===== src/rtl/comb_pkg.sv =====
package comb_pkg;

  // Stage idx (0-based) is active when not bypassed and idx < count.
  function automatic logic stage_on(input int unsigned idx,
                                    input int unsigned cnt,
                                    input logic        byp);
    return !byp && (idx < cnt);
  endfunction

endpackage


===== src/rtl/comb_ctrl.sv =====
module comb_ctrl #(
  parameter int N_STAGES = 5,
  parameter int CNT_W    = $clog2(N_STAGES + 1)
) (
  input  logic                bypass,
  input  logic [CNT_W-1:0]    stages,
  output logic [N_STAGES-1:0] act
);

  for (genvar g = 0; g < N_STAGES; g++) begin : g_act
    assign act[g] = comb_pkg::stage_on(g, int'(stages), bypass);
  end

endmodule


===== src/rtl/comb_stage.sv =====
module comb_stage #(
  parameter int WI = 26,
  parameter int WO = 22
) (
  input  logic          clk,
  input  logic          rst_n,
  input  logic          dec_en,
  input  logic          active,
  input  logic [WI-1:0] din,
  output logic [WO-1:0] dout
);

  logic [WI-1:0] dly_q;
  logic [WI-1:0] sub_b;
  logic [WI-1:0] diff;

  function automatic logic [WI-1:0] wrap_sub(input logic [WI-1:0] a,
                                             input logic [WI-1:0] b);
    return a - b;
  endfunction

  function automatic logic [WO-1:0] keep_msbs(input logic [WI-1:0] v);
    return v[WI-1 -: WO];
  endfunction

  always_ff @(posedge clk or negedge rst_n) begin
    if (!rst_n)       dly_q <= '0;
    else if (!active) dly_q <= '0;
    else if (dec_en)  dly_q <= din;
  end

  assign sub_b = active ? dly_q : '0;
  assign diff  = wrap_sub(din, sub_b);
  assign dout  = keep_msbs(diff);

endmodule


===== src/rtl/comb_decim.sv =====
module comb_decim #(
  parameter int N_STAGES           = 5,
  parameter int STAGE_W [N_STAGES] = '{26, 22, 21, 20, 19},
  parameter int IN_W               = 26,
  parameter int OUT_W              = 19,
  parameter int CNT_W              = 3
) (
  input  logic             clk,
  input  logic             rst_n,
  input  logic             dec_en,
  input  logic             bypass,
  input  logic [CNT_W-1:0] stages,
  input  logic [IN_W-1:0]  din,
  output logic [OUT_W-1:0] dout,
  output logic             dout_vld
);

  logic [N_STAGES-1:0] stage_act;
  logic [IN_W-1:0]     link [N_STAGES+1];
  logic [OUT_W-1:0]    chain_out;

  comb_ctrl #(.N_STAGES(N_STAGES), .CNT_W(CNT_W)) u_ctrl (
    .bypass (bypass),
    .stages (stages),
    .act    (stage_act)
  );

  assign link[0] = din;

  for (genvar g = 0; g < N_STAGES; g++) begin : g_stage
    localparam int WI = STAGE_W[g];
    localparam int WO = STAGE_W[(g == N_STAGES-1) ? g : g+1];
    logic [WO-1:0] s_out;

    comb_stage #(.WI(WI), .WO(WO)) u_stage (
      .clk    (clk),
      .rst_n  (rst_n),
      .dec_en (dec_en),
      .active (stage_act[g]),
      .din    (link[g][WI-1:0]),
      .dout   (s_out)
    );

    assign link[g+1] = IN_W'(s_out);
  end

  assign chain_out = link[N_STAGES][OUT_W-1:0];

  always_ff @(posedge clk or negedge rst_n) begin
    if (!rst_n) begin
      dout     <= '0;
      dout_vld <= 1'b0;
    end else begin
      dout_vld <= dec_en;
      if (dec_en) dout <= chain_out;
    end
  end

endmodule


===== config.mk =====
export PLATFORM = sky130hd
export DESIGN_NAME = comb_decim
export DESIGN_NICKNAME = d
export VERILOG_FILES = /design/src/rtl/comb_pkg.sv /design/src/rtl/comb_ctrl.sv /design/src/rtl/comb_stage.sv /design/src/rtl/comb_decim.sv
export SDC_FILE = /design/constraint.sdc
export NUM_CORES = 1
export LEC_CHECK = 0
export BUFFER_PORTS_ARGS = -buffer_cell sky130_fd_sc_hd__buf_2
export CAP_MARGIN = 20
export CORE_AREA = 2 2 139 141
export DETAILED_ROUTE_END_ITERATION = 10
export DIE_AREA = 0 0 141 143
export PLACE_DENSITY = 0.83
export SETUP_SLACK_MARGIN = 0.15
export SYNTH_ARGS = -nofsm -noshare
export SYNTH_HDL_FRONTEND = slang
export SYNTH_SLANG_ARGS = --single-unit

===== constraint.sdc =====
create_clock -name clk -period 10.5 [get_ports clk]
set_input_delay 2.1 -clock clk [delete_from_list [all_inputs] [get_ports clk]]
set_output_delay 2.1 -clock clk [all_outputs]
set_load 0.1 [all_outputs]

==> impl_metrics.py, run 1 <==
metrics = {
    "synthesis": {
        "ys_ff_latch": 128,
        "synthAdderAreaFrac_pct": 13.00,
        "async_flop_share_pct": 100.0,
        "syn_nets": 1315,
        "avgSynthCellArea_um2": 8.602,
        "synth_edf_count": 0,
        "syn_inst": 1179,
        "ys.flop_type": "dfrtp_1",
        "synth_area_um2": 10140,
        "synthDominantCellAreaShare_pct": 31.58,
        "synth_xor_area_share_pct": 6.526,
        "synth-simple-area-share_pct": 21.08,
        "synth_top_family_by_area": "simple AND/OR/NAND/NOR gates",
        "synth.area.mux_share_pct": 10.99,
        "ys_top_cells_by_area": "dfrtp_1 32%, ha_1 12%, mux2i_1 9.8%, nor2_1 6.7%, nand2_1 5.8%",
        "ys_warn_count": 0,
        "synth_top_area_cell": "dfrtp_1",
        "synth_compound_gate_area_share_pct": 13.95,
        "synth_cell_type_count": 72,
        "ys_seq_area_share_pct": 31.58,
    },
    "setup_path": {
        "slowest_delay_ns": 0.51,
        "worstPathRequired_ns": 10.80,
        "critical_path_class": "input pin to flip-flop",
        "arrival_ns": 10.85,
        "endpoint_kind": "flip-flop",
        "crit_fanout": 5,
        "r2r_slack_ns": 1.60,
        "startpoint_type": "input pin",
        "crit_slowest_cell": "or4b_4",
    },
    "clocking": {
        "cts-root-buf": "clkbuf_16",
        "path_clk_slew_ns": 0.06,
        "cts_buffers": 17,
        "clk_latency_ns": 0.44,
        "h-tree-depth": 4,
        "cts_tree": "built",
        "cts_sinks": 128,
        "cts_hold_buffers": 0,
        "clockBufferDepth": 2,
    },
    "sta": {
        "worst_slew_pin_slew_ns": 1.025,
        "rsz0062_at_grt": "yes",
        "fin_skew_ns": 0.01319,
        "period_needed_ns": 10.55,
        "setup_viol": 1,
        "setup_slack_ns": -0.05116,
        "max_freq_ghz": 0.09478,
        "hold_viol_final": 0,
        "slew_headroom_pct": 31.66,
        "post-route-period-util_pct": 100.5,
        "drv_slew": 0,
    },
    "route": {
        "first_pass_iters": 7,
        "viasPerCell": 5.813,
        "dr_total_vias": 9185,
        "wl_mm": 25.57,
        "drc_errors": 0,
        "drt_iter0_markers": 589,
        "ant_nets": 0,
        "routedWlPerCell_um": 16.18,
    },
    "place": {
        "portBuffers": 52,
        "place_area_um2": 11400,
        "dp.cells": 1533,
        "place_congestion": 0.8805,
        "hpwl_mm": 16.00,
    },
    "layout": {
        "layout_commonest_cell": "nor2_1",
        "post-route-util_pct": 67.93,
        "design_area_um2": 12620,
        "layout_common_cells": "170 x nor2_1, 152 x nand2_1, 128 x dfrtp_1",
        "final-instance-count-excl-fill": 1580,
        "syn2layout_area_growth_pct": 24.44,
        "nFillCells": 1341,
        "multi_input_area_um2": 7179,
        "seq_area_um2": 3203,
        "diodes": 0,
        "final_net_count": 1469,
        "drive_gt1_share_pct": 24.89,
    },
    "job": {
        "drv_cap": 0,
    },
    "status": {
        "failed_checks": "negative setup slack",
        "status": "finished with violations",
    },
    "global_routing": {
        "grt_pass1_wl_mm": 39.24,
        "antenna_found_initial": 0,
        "grt_overflow_total": 0,
        "first_global_vias": 8797,
        "grt_max_degree": 74,
        "track_usage_pct": 23.60,
    },
    "floorplanning": {
        "die_h_um": 143,
        "initial_core_util_pct": 54.59,
        "dieArea_um2": 20160,
        "io_pins": 53,
        "core_um2": 18580,
        "die_x_um": 141,
        "rows": 50,
    },
    "worst_hold_path": {
        "hold_class": "flip-flop to flip-flop",
    },
}
-- cell families after synthesis --
family | Yosys count
AO/OA/AOI/OAI | 203
XOR/XNOR | 74
adder cells (fa/ha/maj) | 103
buffers and inverters | 77
flip-flops | 128
multiplexers | 110
AND/OR/NAND/NOR | 484
-- flip-flops by register name, indices dropped and copies added (netlist names) --
register	flops
dout_vld	1
g_stage.u_stage.dly_q	108
dout	19
-- worst paths after layout --
path,start,end,cells past startpoint
worst max-delay path,stages[2],dout[18]$_DFFE_PN0P_,48
worst min-delay path,dout[9]$_DFFE_PN0P_,dout[9]$_DFFE_PN0P_,2
worst max register to register,g_stage[0].u_stage.dly_q[1]$_DFFE_PN0P_,dout[18]$_DFFE_PN0P_,44
worst min register to register,dout[9]$_DFFE_PN0P_,dout[9]$_DFFE_PN0P_,2
max in group asynchronous,rst_n,g_stage[1].u_stage.dly_q[0]$_DFFE_PN0P_,2
min in group asynchronous,rst_n,dout[17]$_DFFE_PN0P_,1
-- metal layers --
layer  global-route usage (%)  share of wire [%]  vias up
met4                    8.263                3.1        0
met1                    28.83                 43     4383
met2                    42.26                 50      277
met5                        0                  0        -
li1                         -                  -     4454
met3                    3.957                4.0       71
-- cell usage after synthesis (all sizes together) (4+ instances only) --
cell / number
nor2: 181
nand2: 156
dfrtp: 128
ha: 99
mux2i: 99
a21oi: 59
xnor2: 53
nor3: 38
inv: 37
o21ai: 35
clkbuf: 30
nand3: 28
a21o: 23
xor2: 20
or3: 14
and3: 13
nor2b: 13
o21a: 13
mux2: 11
o31ai: 11
a211oi: 10
buf: 9
or2: 9
and2: 8
a21boi: 7
nand2b: 7
a2111oi: 6
o211ai: 6
fa: 4
nor4: 4
o31a: 4
-- worst max-delay path: cells and delay by family --
family / cells / cell delay (ns)
simple gates: 18 / 2.44
buf+inv: 5 / 0.59
fa+ha+maj: 5 / 1.49
xor+xnor: 3 / 0.46
compound gates: 17 / 3.77
-- per-stage QoR --
| stage | hold WS, ns | setup WS [ns] | TNS [ns] |
|---|---|---|---|
| after global routing | 0.4988 | -0.3773 | -0.3773 |
| after floorplan | 0.4666 | 0.1626 | 0 |
| after global placement | 0.4605 | -0.2432 | -0.2432 |
| after detailed placement | 0.4637 | -0.4746 | -0.4746 |
| after CTS | 0.4824 | 0.1531 | 0 |
| final | 0.4758 | -0.05116 | -0.05116 |
-- layout make-up --
cell class | count | share of cell area, %
well taps | 234 | 2.320
inverters | 38 | 1.130
flip-flops and latches | 128 | 25.38
clock inverters | 12 | 0.8724
repair buffers | 174 | 9.715
clock buffers | 20 | 3.698
multi-input cells | 974 | 56.88
-- repair_timing --
action,4_1_cts,5_1_grt
gates resized for setup,17,102
buffers inserted,2,13
endpoints found under the setup margin,1,2
hold endpoints to repair,0,0
pin swaps,9,72
Power of run 1 is not shown: default switching activity piles up to over one toggle a cycle in this logic, so the estimate is an artifact.
==> run 2, diff against run 1 <==
- ABC_AREA: not set -> 1
==> impl_metrics.py, run 2 <==
metrics = {
    "setup_path": {
        "crit_top_cell": "nand2_1",
        "arrival_ns": 9.87,
        "reg2reg_to": "dout[18]$_DFFE_PN0P_",
        "r2r_slack_ns": 2.74,
        "endpoint_kind": "flip-flop",
        "startpoint_type": "input pin",
        "crit_slowest_cell": "ha_1",
        "rr_worst_depth": 42,
        "worstReg2RegStart": "g_stage[0].u_stage.dly_q[3]$_DFFE_PN0P_",
        "critical_path_class": "input pin to flip-flop",
        "slowest_delay_ns": 0.42,
        "worstPathRequired_ns": 10.83,
        "crit_fanout": 7,
    },
    "route": {
        "dr_total_vias": 9272,
        "routedWlPerCell_um": 14.02,
        "viasPerCell": 5.559,
        "wl_mm": 23.39,
        "ant_nets": 0,
        "drc_errors": 0,
        "drt_iter0_markers": 594,
        "first_pass_iters": 5,
    },
    "worst_hold_path": {
        "holdPathStages": 2,
        "hold_start": "dout[11]$_DFFE_PN0P_",
        "hold_class": "flip-flop to flip-flop",
        "whs_endpoint": "dout[11]$_DFFE_PN0P_",
    },
    "sta": {
        "setup_slack_ns": 0.9601,
        "final.setup.tns_ns": 0,
        "rsz0062_at_grt": "no",
        "drv_slew": 0,
        "max_freq_ghz": 0.1048,
        "worst_slew_pin_slew_ns": 0.8281,
        "post-route-period-util_pct": 90.86,
        "fin_skew_ns": 0.008938,
        "hold_viol_final": 0,
        "setup_viol": 0,
        "slew_headroom_pct": 44.59,
        "period_needed_ns": 9.540,
    },
    "synthesis": {
        "ys_warn_count": 0,
        "async_flop_share_pct": 100.0,
        "synthTopCellsByCount": "383 x nand2_1, 130 x inv_1, 128 x dfrtp_1",
        "synthDominantCellAreaShare_pct": 31.75,
        "synth_top_area_cell": "dfrtp_1",
        "ys.flop_type": "dfrtp_1",
        "syn_inst": 1373,
        "synth_edf_count": 0,
        "yosysMostFrequentCell": "nand2_1",
        "ys_ff_latch": 128,
        "synth_area_um2": 10090,
        "avgSynthCellArea_um2": 7.347,
        "ys_seq_area_share_pct": 31.75,
        "ys_top_cells_by_area": "dfrtp_1 32%, nand2_1 14%, ha_1 12%, nand3_1 5.8%, a21oi_1 5.0%",
        "syn_nets": 1509,
        "synth_cell_type_count": 50,
    },
    "global_routing": {
        "use_met2_pct": 45.42,
        "antenna_found_initial": 0,
        "grt_pass1_wl_mm": 40.90,
        "grt_overflow_total": 0,
        "grt_use_met3_pct": 3.924,
        "met1_usage_pct": 27.76,
        "first_global_vias": 9257,
        "track_usage_pct": 24.49,
        "grt_max_degree": 79,
        "busiest_layer": "met2",
    },
    "layout": {
        "final_net_count": 1557,
        "layout_common_cells": "383 x nand2_1, 129 x inv_1, 128 x dfrtp_1",
        "regMostFlops": "g_stage.u_stage.dly_q",
        "layout_commonest_cell": "nand2_1",
        "largest_reg_flops": 108,
        "syn2layout_area_growth_pct": 11.96,
        "diodes": 0,
        "drive_gt1_share_pct": 9.693,
        "top_regs": "g_stage.u_stage.dly_q x108, dout x19, dout_vld x1",
    },
    "place": {
        "place_congestion": 0.9322,
        "portBuffers": 52,
        "hpwl_mm": 16.63,
        "preCtsSetupSlack_ns": 0.3384,
    },
    "floorplanning": {
        "initial_core_util_pct": 54.29,
        "dieArea_um2": 20160,
        "die_h_um": 143,
        "core_um2": 18580,
        "io_pins": 53,
        "rows": 50,
        "die_x_um": 141,
    },
    "status": {
        "status": "finished, final reports clean",
    },
    "clocking": {
        "clk_latency_ns": 0.44,
        "cts_buffers": 17,
        "h-tree-depth": 4,
        "clockBufferDepth": 2,
        "cts_hold_buffers": 0,
        "path_clk_slew_ns": 0.06,
        "cts_sinks": 128,
        "cts-root-buf": "clkbuf_16",
        "cts_tree": "built",
    },
    "job": {
        "drv_cap": 0,
    },
}
[run 2: cell types whose count changed after synthesis, moves of 19 or more]
cell and delta:
nand2_1 +227, nor2_1 -114, mux2i_1 -99, inv_1 +93, nand3_1 +89, o21ai_0 +55, a21oi_1 +42, nor3_1 -30
xor2_1 +28, a21o_1 -19, xnor2_1 -19
[run 2: layout make-up]
cell class                      instances  area [um^2]
Fill cell                            1551         7287
Clock buffer                           20        466.7
Inverter                              133        499.2
Tap cell                              234        292.8
Timing Repair Buffer                   66        387.9
Clock inverter                         12        182.7
Sequential cell                       128         3203
Multi-Input combinational cell       1075         6261
[run 2: per-layer routing]
metal  vias to the layer above  part of all wire, %
met5                         -                    0
met4                         0                  3.5
met3                        77                  4.1
met2                       266                   50
met1                      4226                   42
li1                       4703                    -
[run 2: logic make-up after synthesis]
logic type / count (synthesis) / share of synthesized area, %
and+or+nand+nor: 613 / 25.78
AOI/OAI and AO/OA: 275 / 15.70
buffers and inverters: 171 / 6.413
DFF: 128 / 31.75
adders and majority gates: 103 / 13.07
xor gates and xnor gates: 83 / 7.281
[run 2: how the worst max path moves through the flow]
stage / to / from
6_report: dout[18]$_DFFE_PN0P_ / stages[1]
3_5_place_dp: dout[18]$_DFFE_PN0P_ / stages[2]
4_1_cts: dout[18]$_DFFE_PN0P_ / stages[2]
5_1_grt: dout[18]$_DFFE_PN0P_ / stages[1]
2_1_floorplan: dout[18]$_DFFE_PN0P_ / stages[2]
3_3_place_gp: dout[18]$_DFFE_PN0P_ / stages[2]
[run 2: through the flow]
stage               utilization [%]  hold slack, ns  instance area (um^2)  cells
floorplan                         -          0.4494                 10090   1373
CTS                           60.48          0.4830                 11240   1664
detailed placement            56.98          0.4677                 10590   1632
global placement              56.94          0.4612                 10580   1631
global route                  60.78          0.4955                 11290   1668
finish                        60.78          0.4756                 11290   1668
[run 2: timing repair]
item | 4_1_cts | 5_1_grt
setup buffers | 0 | 2
resized for setup | 0 | 1
endpoints found under the setup margin | 0 | 4
[run 2: worst max-delay path, delay by kind of cell]
kind	cells	cell delay, ns
AO/OA/AOI/OAI	11	2.34
adder cells (fa/ha/maj)	5	1.87
AND/OR/NAND/NOR	19	2.14
XOR/XNOR	5	1.03
buffers and inverters	5	0.40
Power of run 2 is left out for the same reason.
